[src/rtl/dma_pkg.sv]
package dma_pkg;
  typedef enum logic [2:0] {
    ST_IDLE, ST_REQ, ST_RD, ST_WT, ST_WR, ST_GAP
  } mv_state_t;

  localparam logic [1:0] REG_SRC = 2'd0;
  localparam logic [1:0] REG_DST = 2'd1;
  localparam logic [1:0] REG_CNT = 2'd2;
  localparam logic [1:0] REG_CTL = 2'd3;

  localparam int unsigned CTL_GO      = 0;
  localparam int unsigned CTL_STEAL   = 1;
  localparam int unsigned CTL_CLR     = 2;
  localparam int unsigned CTL_GAP_LSB = 8;
endpackage

[src/rtl/dma_regs.sv]
module dma_regs
  import dma_pkg::*;
#(
  parameter int AW = 16,
  parameter int DW = 32,
  parameter int CW = 16,
  parameter int PW = 8
) (
  input  logic          clk,
  input  logic          rst,
  input  logic          cfg_we,
  input  logic [1:0]    cfg_addr,
  input  logic [DW-1:0] cfg_wdata,
  output logic [DW-1:0] cfg_rdata,
  input  logic          busy,
  input  logic          step,
  input  logic          fin,
  output logic [AW-1:0] src_o,
  output logic [AW-1:0] dst_o,
  output logic [CW-1:0] cnt_o,
  output logic          steal_o,
  output logic [PW-1:0] gap_o,
  output logic          go_o,
  output logic          irq_o
);
  logic [AW-1:0] src_q, dst_q;
  logic [CW-1:0] cnt_q;
  logic          steal_q, done_q;
  logic [PW-1:0] gap_q;
  logic          wr_ok, ctl_wr, clr_req;
  logic [DW-1:0] stat;

  assign wr_ok   = cfg_we && !busy;
  assign ctl_wr  = wr_ok && (cfg_addr == REG_CTL);
  assign go_o    = ctl_wr && cfg_wdata[CTL_GO];
  assign clr_req = ctl_wr && (cfg_wdata[CTL_GO] || cfg_wdata[CTL_CLR]);

  always_comb begin
    stat = '0;
    stat[0] = busy;
    stat[1] = steal_q;
    stat[2] = done_q;
    stat[CTL_GAP_LSB +: PW] = gap_q;
  end

  always_ff @(posedge clk) begin
    if (rst) begin
      src_q     <= '0;
      dst_q     <= '0;
      cnt_q     <= '0;
      steal_q   <= 1'b0;
      gap_q     <= '0;
      done_q    <= 1'b0;
      cfg_rdata <= '0;
    end else begin
      if (step) begin
        src_q <= src_q + 1'b1;
        dst_q <= dst_q + 1'b1;
        cnt_q <= cnt_q - 1'b1;
      end else if (wr_ok) begin
        case (cfg_addr)
          REG_SRC: src_q <= cfg_wdata[AW-1:0];
          REG_DST: dst_q <= cfg_wdata[AW-1:0];
          REG_CNT: cnt_q <= cfg_wdata[CW-1:0];
          default: begin
            steal_q <= cfg_wdata[CTL_STEAL];
            gap_q   <= cfg_wdata[CTL_GAP_LSB +: PW];
          end
        endcase
      end
      if (fin)          done_q <= 1'b1;
      else if (clr_req) done_q <= 1'b0;
      case (cfg_addr)
        REG_SRC: cfg_rdata <= DW'(src_q);
        REG_DST: cfg_rdata <= DW'(dst_q);
        REG_CNT: cfg_rdata <= DW'(cnt_q);
        default: cfg_rdata <= stat;
      endcase
    end
  end

  assign src_o   = src_q;
  assign dst_o   = dst_q;
  assign cnt_o   = cnt_q;
  assign steal_o = steal_q;
  assign gap_o   = gap_q;
  assign irq_o   = done_q;

  assert_count_step_R4: assert property (@(posedge clk) disable iff (rst)
    step |=> (cnt_q == $past(cnt_q) - 1'b1) && (src_q == $past(src_q) + 1'b1));

  assert_busy_locked_R9: assert property (@(posedge clk) disable iff (rst)
    (busy && !step) |=> ($stable(src_q) && $stable(dst_q) && $stable(cnt_q)
                         && $stable(steal_q) && $stable(gap_q)));

  assert_done_sticky_R7: assert property (@(posedge clk) disable iff (rst)
    (done_q && !clr_req) |=> done_q);
endmodule

[src/rtl/dma_pacer.sv]
module dma_pacer #(
  parameter int PW = 8
) (
  input  logic          clk,
  input  logic          rst,
  input  logic          load,
  input  logic [PW-1:0] gap,
  output logic          expire
);
  logic [PW-1:0] cnt_q;

  always_ff @(posedge clk) begin
    if (rst)                cnt_q <= '0;
    else if (load)          cnt_q <= (gap == '0) ? PW'(1) : gap;
    else if (cnt_q != '0)   cnt_q <= cnt_q - 1'b1;
  end

  assign expire = (cnt_q == PW'(1));

  assert_gap_loaded_R6: assert property (@(posedge clk) disable iff (rst)
    load |=> (cnt_q != '0));
endmodule

[src/rtl/dma_mover.sv]
module dma_mover
  import dma_pkg::*;
#(
  parameter int AW = 16,
  parameter int DW = 32,
  parameter int CW = 16
) (
  input  logic          clk,
  input  logic          rst,
  input  logic          go,
  input  logic [AW-1:0] src,
  input  logic [AW-1:0] dst,
  input  logic [CW-1:0] cnt,
  input  logic          steal,
  input  logic          bus_gnt,
  input  logic [DW-1:0] mem_rdata,
  input  logic          pace_expire,
  output logic          bus_req,
  output logic          mem_en,
  output logic          mem_wr,
  output logic [AW-1:0] mem_addr,
  output logic [DW-1:0] mem_wdata,
  output logic          busy,
  output logic          step,
  output logic          fin,
  output logic          pace_load
);
  mv_state_t state;
  logic      last;

  assign last      = (cnt == CW'(1));
  assign busy      = (state != ST_IDLE);
  assign step      = (state == ST_WR);
  assign fin       = ((state == ST_IDLE) && go && (cnt == '0)) || (step && last);
  assign pace_load = step && !last && steal;

  always_ff @(posedge clk) begin
    if (rst) begin
      state     <= ST_IDLE;
      bus_req   <= 1'b0;
      mem_en    <= 1'b0;
      mem_wr    <= 1'b0;
      mem_addr  <= '0;
      mem_wdata <= '0;
    end else begin
      mem_en <= 1'b0;
      mem_wr <= 1'b0;
      case (state)
        ST_IDLE: if (go && cnt != '0) begin
          state   <= ST_REQ;
          bus_req <= 1'b1;
        end
        ST_REQ: if (bus_gnt) begin
          mem_en   <= 1'b1;
          mem_addr <= src;
          state    <= ST_RD;
        end
        ST_RD: state <= ST_WT;
        ST_WT: begin
          mem_en    <= 1'b1;
          mem_wr    <= 1'b1;
          mem_addr  <= dst;
          mem_wdata <= mem_rdata;
          state     <= ST_WR;
        end
        ST_WR: begin
          if (last) begin
            bus_req <= 1'b0;
            state   <= ST_IDLE;
          end else if (steal) begin
            bus_req <= 1'b0;
            state   <= ST_GAP;
          end else if (bus_gnt) begin
            mem_en   <= 1'b1;
            mem_addr <= src + 1'b1;
            state    <= ST_RD;
          end else begin
            state <= ST_REQ;
          end
        end
        ST_GAP: if (pace_expire) begin
          bus_req <= 1'b1;
          state   <= ST_REQ;
        end
        default: state <= ST_IDLE;
      endcase
    end
  end

  assert_read_after_grant_R10: assert property (@(posedge clk) disable iff (rst)
    (mem_en && !mem_wr) |-> $past(bus_gnt));

  assert_bus_owned_R3: assert property (@(posedge clk) disable iff (rst)
    mem_en |-> bus_req);

  assert_zero_len_R8: assert property (@(posedge clk) disable iff (rst)
    ((state == ST_IDLE) && go && (cnt == '0)) |=> (!bus_req && state == ST_IDLE));

  assert_pace_in_gap_R6: assert property (@(posedge clk) disable iff (rst)
    pace_expire |-> (state == ST_GAP));
endmodule

[src/rtl/dma_engine.sv]
module dma_engine #(
  parameter int AW = 16,
  parameter int DW = 32,
  parameter int CW = 16,
  parameter int PW = 8
) (
  input  logic          clk,
  input  logic          rst,
  input  logic          cfg_we,
  input  logic [1:0]    cfg_addr,
  input  logic [DW-1:0] cfg_wdata,
  output logic [DW-1:0] cfg_rdata,
  output logic          irq,
  output logic          bus_req,
  input  logic          bus_gnt,
  output logic          mem_en,
  output logic          mem_wr,
  output logic [AW-1:0] mem_addr,
  output logic [DW-1:0] mem_wdata,
  input  logic [DW-1:0] mem_rdata
);
  logic [AW-1:0] src, dst;
  logic [CW-1:0] cnt;
  logic [PW-1:0] gap;
  logic          steal, go, busy, step, fin, pace_load, pace_expire;

  dma_regs #(.AW(AW), .DW(DW), .CW(CW), .PW(PW)) u_regs (
    .clk(clk), .rst(rst), .cfg_we(cfg_we), .cfg_addr(cfg_addr),
    .cfg_wdata(cfg_wdata), .cfg_rdata(cfg_rdata), .busy(busy), .step(step),
    .fin(fin), .src_o(src), .dst_o(dst), .cnt_o(cnt), .steal_o(steal),
    .gap_o(gap), .go_o(go), .irq_o(irq)
  );

  dma_pacer #(.PW(PW)) u_pacer (
    .clk(clk), .rst(rst), .load(pace_load), .gap(gap), .expire(pace_expire)
  );

  dma_mover #(.AW(AW), .DW(DW), .CW(CW)) u_mover (
    .clk(clk), .rst(rst), .go(go), .src(src), .dst(dst), .cnt(cnt),
    .steal(steal), .bus_gnt(bus_gnt), .mem_rdata(mem_rdata),
    .pace_expire(pace_expire), .bus_req(bus_req), .mem_en(mem_en),
    .mem_wr(mem_wr), .mem_addr(mem_addr), .mem_wdata(mem_wdata),
    .busy(busy), .step(step), .fin(fin), .pace_load(pace_load)
  );
endmodule

[config.mk]
export PLATFORM = sky130hd
export DESIGN_NAME = dma_engine
export DESIGN_NICKNAME = d
export VERILOG_FILES = /design/src/rtl/dma_pkg.sv /design/src/rtl/dma_regs.sv /design/src/rtl/dma_pacer.sv /design/src/rtl/dma_mover.sv /design/src/rtl/dma_engine.sv
export SDC_FILE = /design/constraint.sdc
export NUM_CORES = 1
export LEC_CHECK = 0
export ABC_CLOCK_PERIOD_IN_PS = 4300
export BUFFER_PORTS_ARGS = -buffer_cell sky130_fd_sc_hd__buf_2
export CAP_MARGIN = 20
export CORE_ASPECT_RATIO = 0.5
export CORE_UTILIZATION = 59
export CTS_CLUSTER_SIZE = 16
export DETAILED_ROUTE_END_ITERATION = 8
export PLACE_DENSITY = 0.86
export SYNTH_ARGS = -nofsm -noshare
export SYNTH_HDL_FRONTEND = slang
export SYNTH_SLANG_ARGS = --single-unit
export TNS_END_PERCENT = 10
[constraint.sdc]
create_clock -name clk -period 4.3 [get_ports clk]
set_input_delay 0.86 -clock clk [delete_from_list [all_inputs] [get_ports clk]]
set_output_delay 0.86 -clock clk [all_outputs]
set_load 0.02 [all_outputs]
# Word-level counts from Yosys, hierarchy flattened
# Cells that the tools add are included.
# word_totals
word_cells	111
register_bits	152
out_inout_bits	84
in_bits	70
# op_classes
n_bitwise	2
n_reduce_logical	37
n_eq_ne	17
n_addsub	4
mux	37
# ops
operator	count
$mux 16	13
$pmux 16 s3	2
$add 16x1->16 const B	2
$mux 8	3
$pmux 3 s6	1
$eq 16x1->1 const B	1
$logic_not 16->1	1
$reduce_bool 16->1	1
$sub 16x1->16 const B	1
$mux 3	5
$ne 2x2->1 const B	6
$reduce_bool 2->1	6
$logic_and 1x1->1	10
$mux 1	10
$reduce_bool 3->1	3
$eq 8x1->1 const B	1
$logic_not 8->1	1
$reduce_bool 8->1	1
$sub 8x1->8 const B	1
$eq 3x2->1 const B	2
$eq 3x3->1 const B	2
$pmux 1 s3	2
$reduce_and 2->1	3
$reduce_and 3->1	2
13 further kinds	17

# Depth between registers and ports, before layout
# logic_depth
word_depth	9
depth_mapped	9
ltp_nobuf	7

# Modules after synthesis
# A second synthesis with hierarchy kept.
# hier_totals
cells_unflattened	856
area_unflattened_um2	7174.4
# by_module_without_submodules
mod	instances	area_each_um2	cells_each
dma_regs	1	4067.7	464
dma_mover	1	2610.0	335
dma_pacer	1	496.7	57

# Least setup slack after synthesis
# Ideal clock, no wire load.
# synth_timing
path_type	input to register
from	input port cfg_we
to	register u_regs.src_q[0] (netlist: u_regs.src_o[0])
setup_ns	0.128
required_time_ns	4.172
arrival_ns	2.180
cell_stages	6
setup_slack_ns	1.992
cell_sequence	or4b_1 -> or3_1 -> buf_2 -> and3_1 -> a211oi_1 -> nor2_1
# synth_via
elab_chain_len	3
# synth_lines
element	line	source
start: declaration	dma_engine.sv:9	input logic cfg_we,
$logic_and 1x1->1	dma_regs.sv:33	assign wr_ok = cfg_we && !busy;
$reduce_bool 2->1 (no line)	n/a	
$reduce_and 2->1 (no line)	n/a	
end signal: assignment	dma_regs.sv:57	src_q <= src_q + 1'b1;
end signal: assignment	dma_regs.sv:62	REG_SRC: src_q <= cfg_wdata[AW-1:0];
end: declaration	dma_regs.sv:26	logic [AW-1:0] src_q, dst_q;
# Every way passes these cells.
# A chain may end at the register's enable or synchronous reset.

# Worst setup path in the final report
# layout_timing
from	register u_mover.state[2]
to	register u_mover.mem_addr[4]
# layout_via
elab_chain_len	3
word_cells_on_any_way	10
cone_classes	7 x eq/ne; 1 x mux; 2 x reduce/logical
# layout_lines
element	line	source
start: declaration	dma_mover.sv:28	mv_state_t state;
start signal: assignment	dma_mover.sv:39	state <= ST_IDLE;
start signal: assignment	dma_mover.sv:50	state <= ST_REQ;
start signal: assignment	dma_mover.sv:56	state <= ST_RD;
$eq 3x3->1, or another cell as far along	dma_mover.sv:48	case (state)
$ne 2x2->1 (no line) or $reduce_bool 3->1 (tied branches)	n/a	
$reduce_and 5->1 (no line)	n/a	
end signal: assignment	dma_mover.sv:55	mem_addr <= src;
end signal: assignment	dma_mover.sv:62	mem_addr <= dst;
end signal: assignment	dma_mover.sv:75	mem_addr <= src + 1'b1;
end: declaration	dma_mover.sv:21	output logic [AW-1:0] mem_addr,
# Several ways; a longest one is shown, not always the timed one.

==> results.yml <==
die:
  io_pins: 154
  initial_core_util: 0.608
  die_h_um: 77.5
  core_area_mm2: 0.0110
  dieArea_mm2: 0.0118
  dieWidth_um: 153
  rows: 27
timing:
  period_share: 0.711
  finalSetupViolations: 0
  min_period_ns: 3.06
  worst_pin_slew_ns: 1.03
  skew_ns: 0.00775
  fin_tns_setup_ns: 0
  slew_headroom: 0.310
  grt_setup_unrepaired: "no"
  timing.final.ws_setup_ns: 1.24
  finalHoldViolCount: 0
  worst_hold_slack_ns: 0.449
  drv_slew: 0
  fmax_ghz: 0.327
grt:
  antenna_found_initial: 1
  grt_overflow: 0
  grt_max_degree: 78
  grt_pass1_vias: 6032
  grt_pass1_wl_mm: 30.4
  track_usage: 0.324
cells_and_area:
  nets: 971
  final_core_util: 0.709
  fin_cells: 1052
  nFillCells: 853
  mostFrequentLayoutCells: "dfxtp_1, buf_2, nand2_1"
  mostFrequentLayoutCell: "dfxtp_1"
  multi_input_area_mm2: 0.00362
  regArea_mm2: 0.00272
  areaGrowthSynthToFinish_pct: 16.5
  drive_gt1_frac: 0.205
  design_area_mm2: 0.00783
  diodes: 0
yosys:
  async_flop_share: 0
  synth_area_mm2: 0.00672
  synth_top_cells_by_area: "dfxtp_1, a21oi_1, nand2_1"
  yosys_warnings: 0
  syn_inst: 811
  ys_seq_area_frac: 0.405
  synth_cell_types: 70
  avgSynthCellArea_um2: 8.29
  synth_enable_flop_cells: 0
  ys.flop_type: "dfxtp_1"
  synth.top_cell.area_share: 0.405
  yosysTopAreaCell: "dfxtp_1"
  ys_ff_latch: 136
place:
  gp_congestion: 0.873
  numPortBuffers: 121
  placed_area_mm2: 0.00721
  place_inst: 1020
  post-dp-hpwl_mm: 12.6
  dp_slack_ns: 1.24
detailed_routing:
  routedWlPerCell_um: 18.0
  wirelength_mm: 19.0
  via_count: 6744
  routed_via_density: 6.41
  dr.pass1.iters: 6
  drt_iter0_drc: 992
  route.detailed.drc: 0
  ant_nets: 0
clock_network:
  post_cts_buffers: 0
  h-tree-depth: 4
  cts_buffer_depth: 2
  clkLatencyLatePin_ns: 0.42
  cts_tree: "done"
  cts-root-buf: "clkbuf_16"
  cts.clk_slew.worst_paths_ns: 0.06
  holdBufCountCts: 0
  cts.sinks: 136
  numCtsBuffers: 17
  ctsResizeCount: 0
flow_run:
  max_cap_viol_count: 0
critical_path:
  worst_ep_arrival_time_ns: 3.36
  worstSetupStartpoint: "u_mover.state[2]"
  cp-end-kind: "register"
  reg2reg_from: "u_mover.state[2]"
  required_ns: 4.61
  worstSetupPathType: "register to register"
  crit_fanout: 31
  critPathLaunchType: "register"
power:
  p_total_mw: 3.35
  power_density_mw_per_mm2: 429
  leakage_nw: 3.09
  ir_worst_vdd_mv: 0.256
min_path:
  worst_hold_path_type: "register to register"
  hold_start: "u_mover.mem_wdata[3]"
status:
  status: "completed"
==> sequential cells by signal (all words and copies together), names as in the netlist <==
name,cells
u_regs.src_o,16
u_pacer.cnt_q,8
u_mover.mem_wdata,32
u_mover.mem_wr,1
u_regs.dst_o,16
u_regs.irq_o,1
u_regs.cnt_o,16
u_mover.mem_en,1
u_regs.gap_o,8
u_mover.bus_req,1
u_mover.state,3
u_mover.mem_addr,16
u_regs.cfg_rdata,16
u_regs.steal_o,1
==> routing by layer <==
layer,vias to the layer above,part of all wire,routed length [um],GRT usage
met5,-,0.00069,13,0
met4,2,0.047,897,0.182
met3,102,0.11,2040,0.0726
met2,470,0.44,8390,0.509
met1,3092,0.40,7610,0.418
li1,3078,-,-,-
==> final cells by class <==
cell class,count,share of cell area
repair buffers,127,0.0834
multi-input cells,601,0.462
well taps,145,0.0232
clock buffers,21,0.0601
inverters,11,0.00527
clock inverters,11,0.0184
flip-flops and latches,136,0.348
==> final timing paths <==
path	to	cells past startpoint	slack (ns)
worst min-delay path	u_mover.mem_wdata[3]	2	0.45
worst max register to register	u_mover.mem_addr[4]	5	1.24
worst min register to register	u_mover.mem_wdata[3]	2	0.45
worst max-delay path	u_mover.mem_addr[4]	5	1.24
==> cell families (layout without fill, tap and decap cells) <==
family	count (synthesis)	after routing	synth area share
AO/OA/AOI/OAI	201	201	0.191
buffers and inverters	89	170	0.0654
XOR/XNOR	2	2	0.00261
AND/OR/NAND/NOR	346	346	0.259
adder cells (fa/ha/maj)	7	7	0.0130
other	1	16	0.000558
flip-flops	136	136	0.405
multiplexers	29	29	0.0626
==> cell usage after synthesis (6+ instances only) <==
library cell / instances
dfxtp_1: 136
nand2_1: 102
nor2_1: 93
a21oi_1: 91
clkbuf_1: 34
nand3_1: 28
nor3_1: 28
a211oi_1: 27
o21ai_0: 20
mux2i_1: 18
buf_2: 16
buf_4: 16
nor2b_1: 15
nor4_1: 12
a311oi_1: 11
inv_1: 11
nand4_1: 11
a31oi_1: 10
mux4_2: 9
and3_1: 8
a2111oi_0: 7
a221oi_1: 7
buf_1: 7
ha_1: 7
o211ai_1: 6
or3_1: 6
==> worst max-delay path: stages (launching register included) <==
cell and delay [ns]:
dfxtp_1 0.62, or3b_2 0.80, nor2_1 0.29, a21bo_1 0.74, nor2_1 0.15, a211oi_1 0.34
==> power breakdown <==
| part | internal, mW | total (mW) | switching (mW) |
|---|---|---|---|
| registers | 1.32 | 1.39 | 0.0708 |
| logic | 0.188 | 0.440 | 0.252 |
| clock network | 0.959 | 1.52 | 0.563 |
Power figures use the tool's default switching activity.
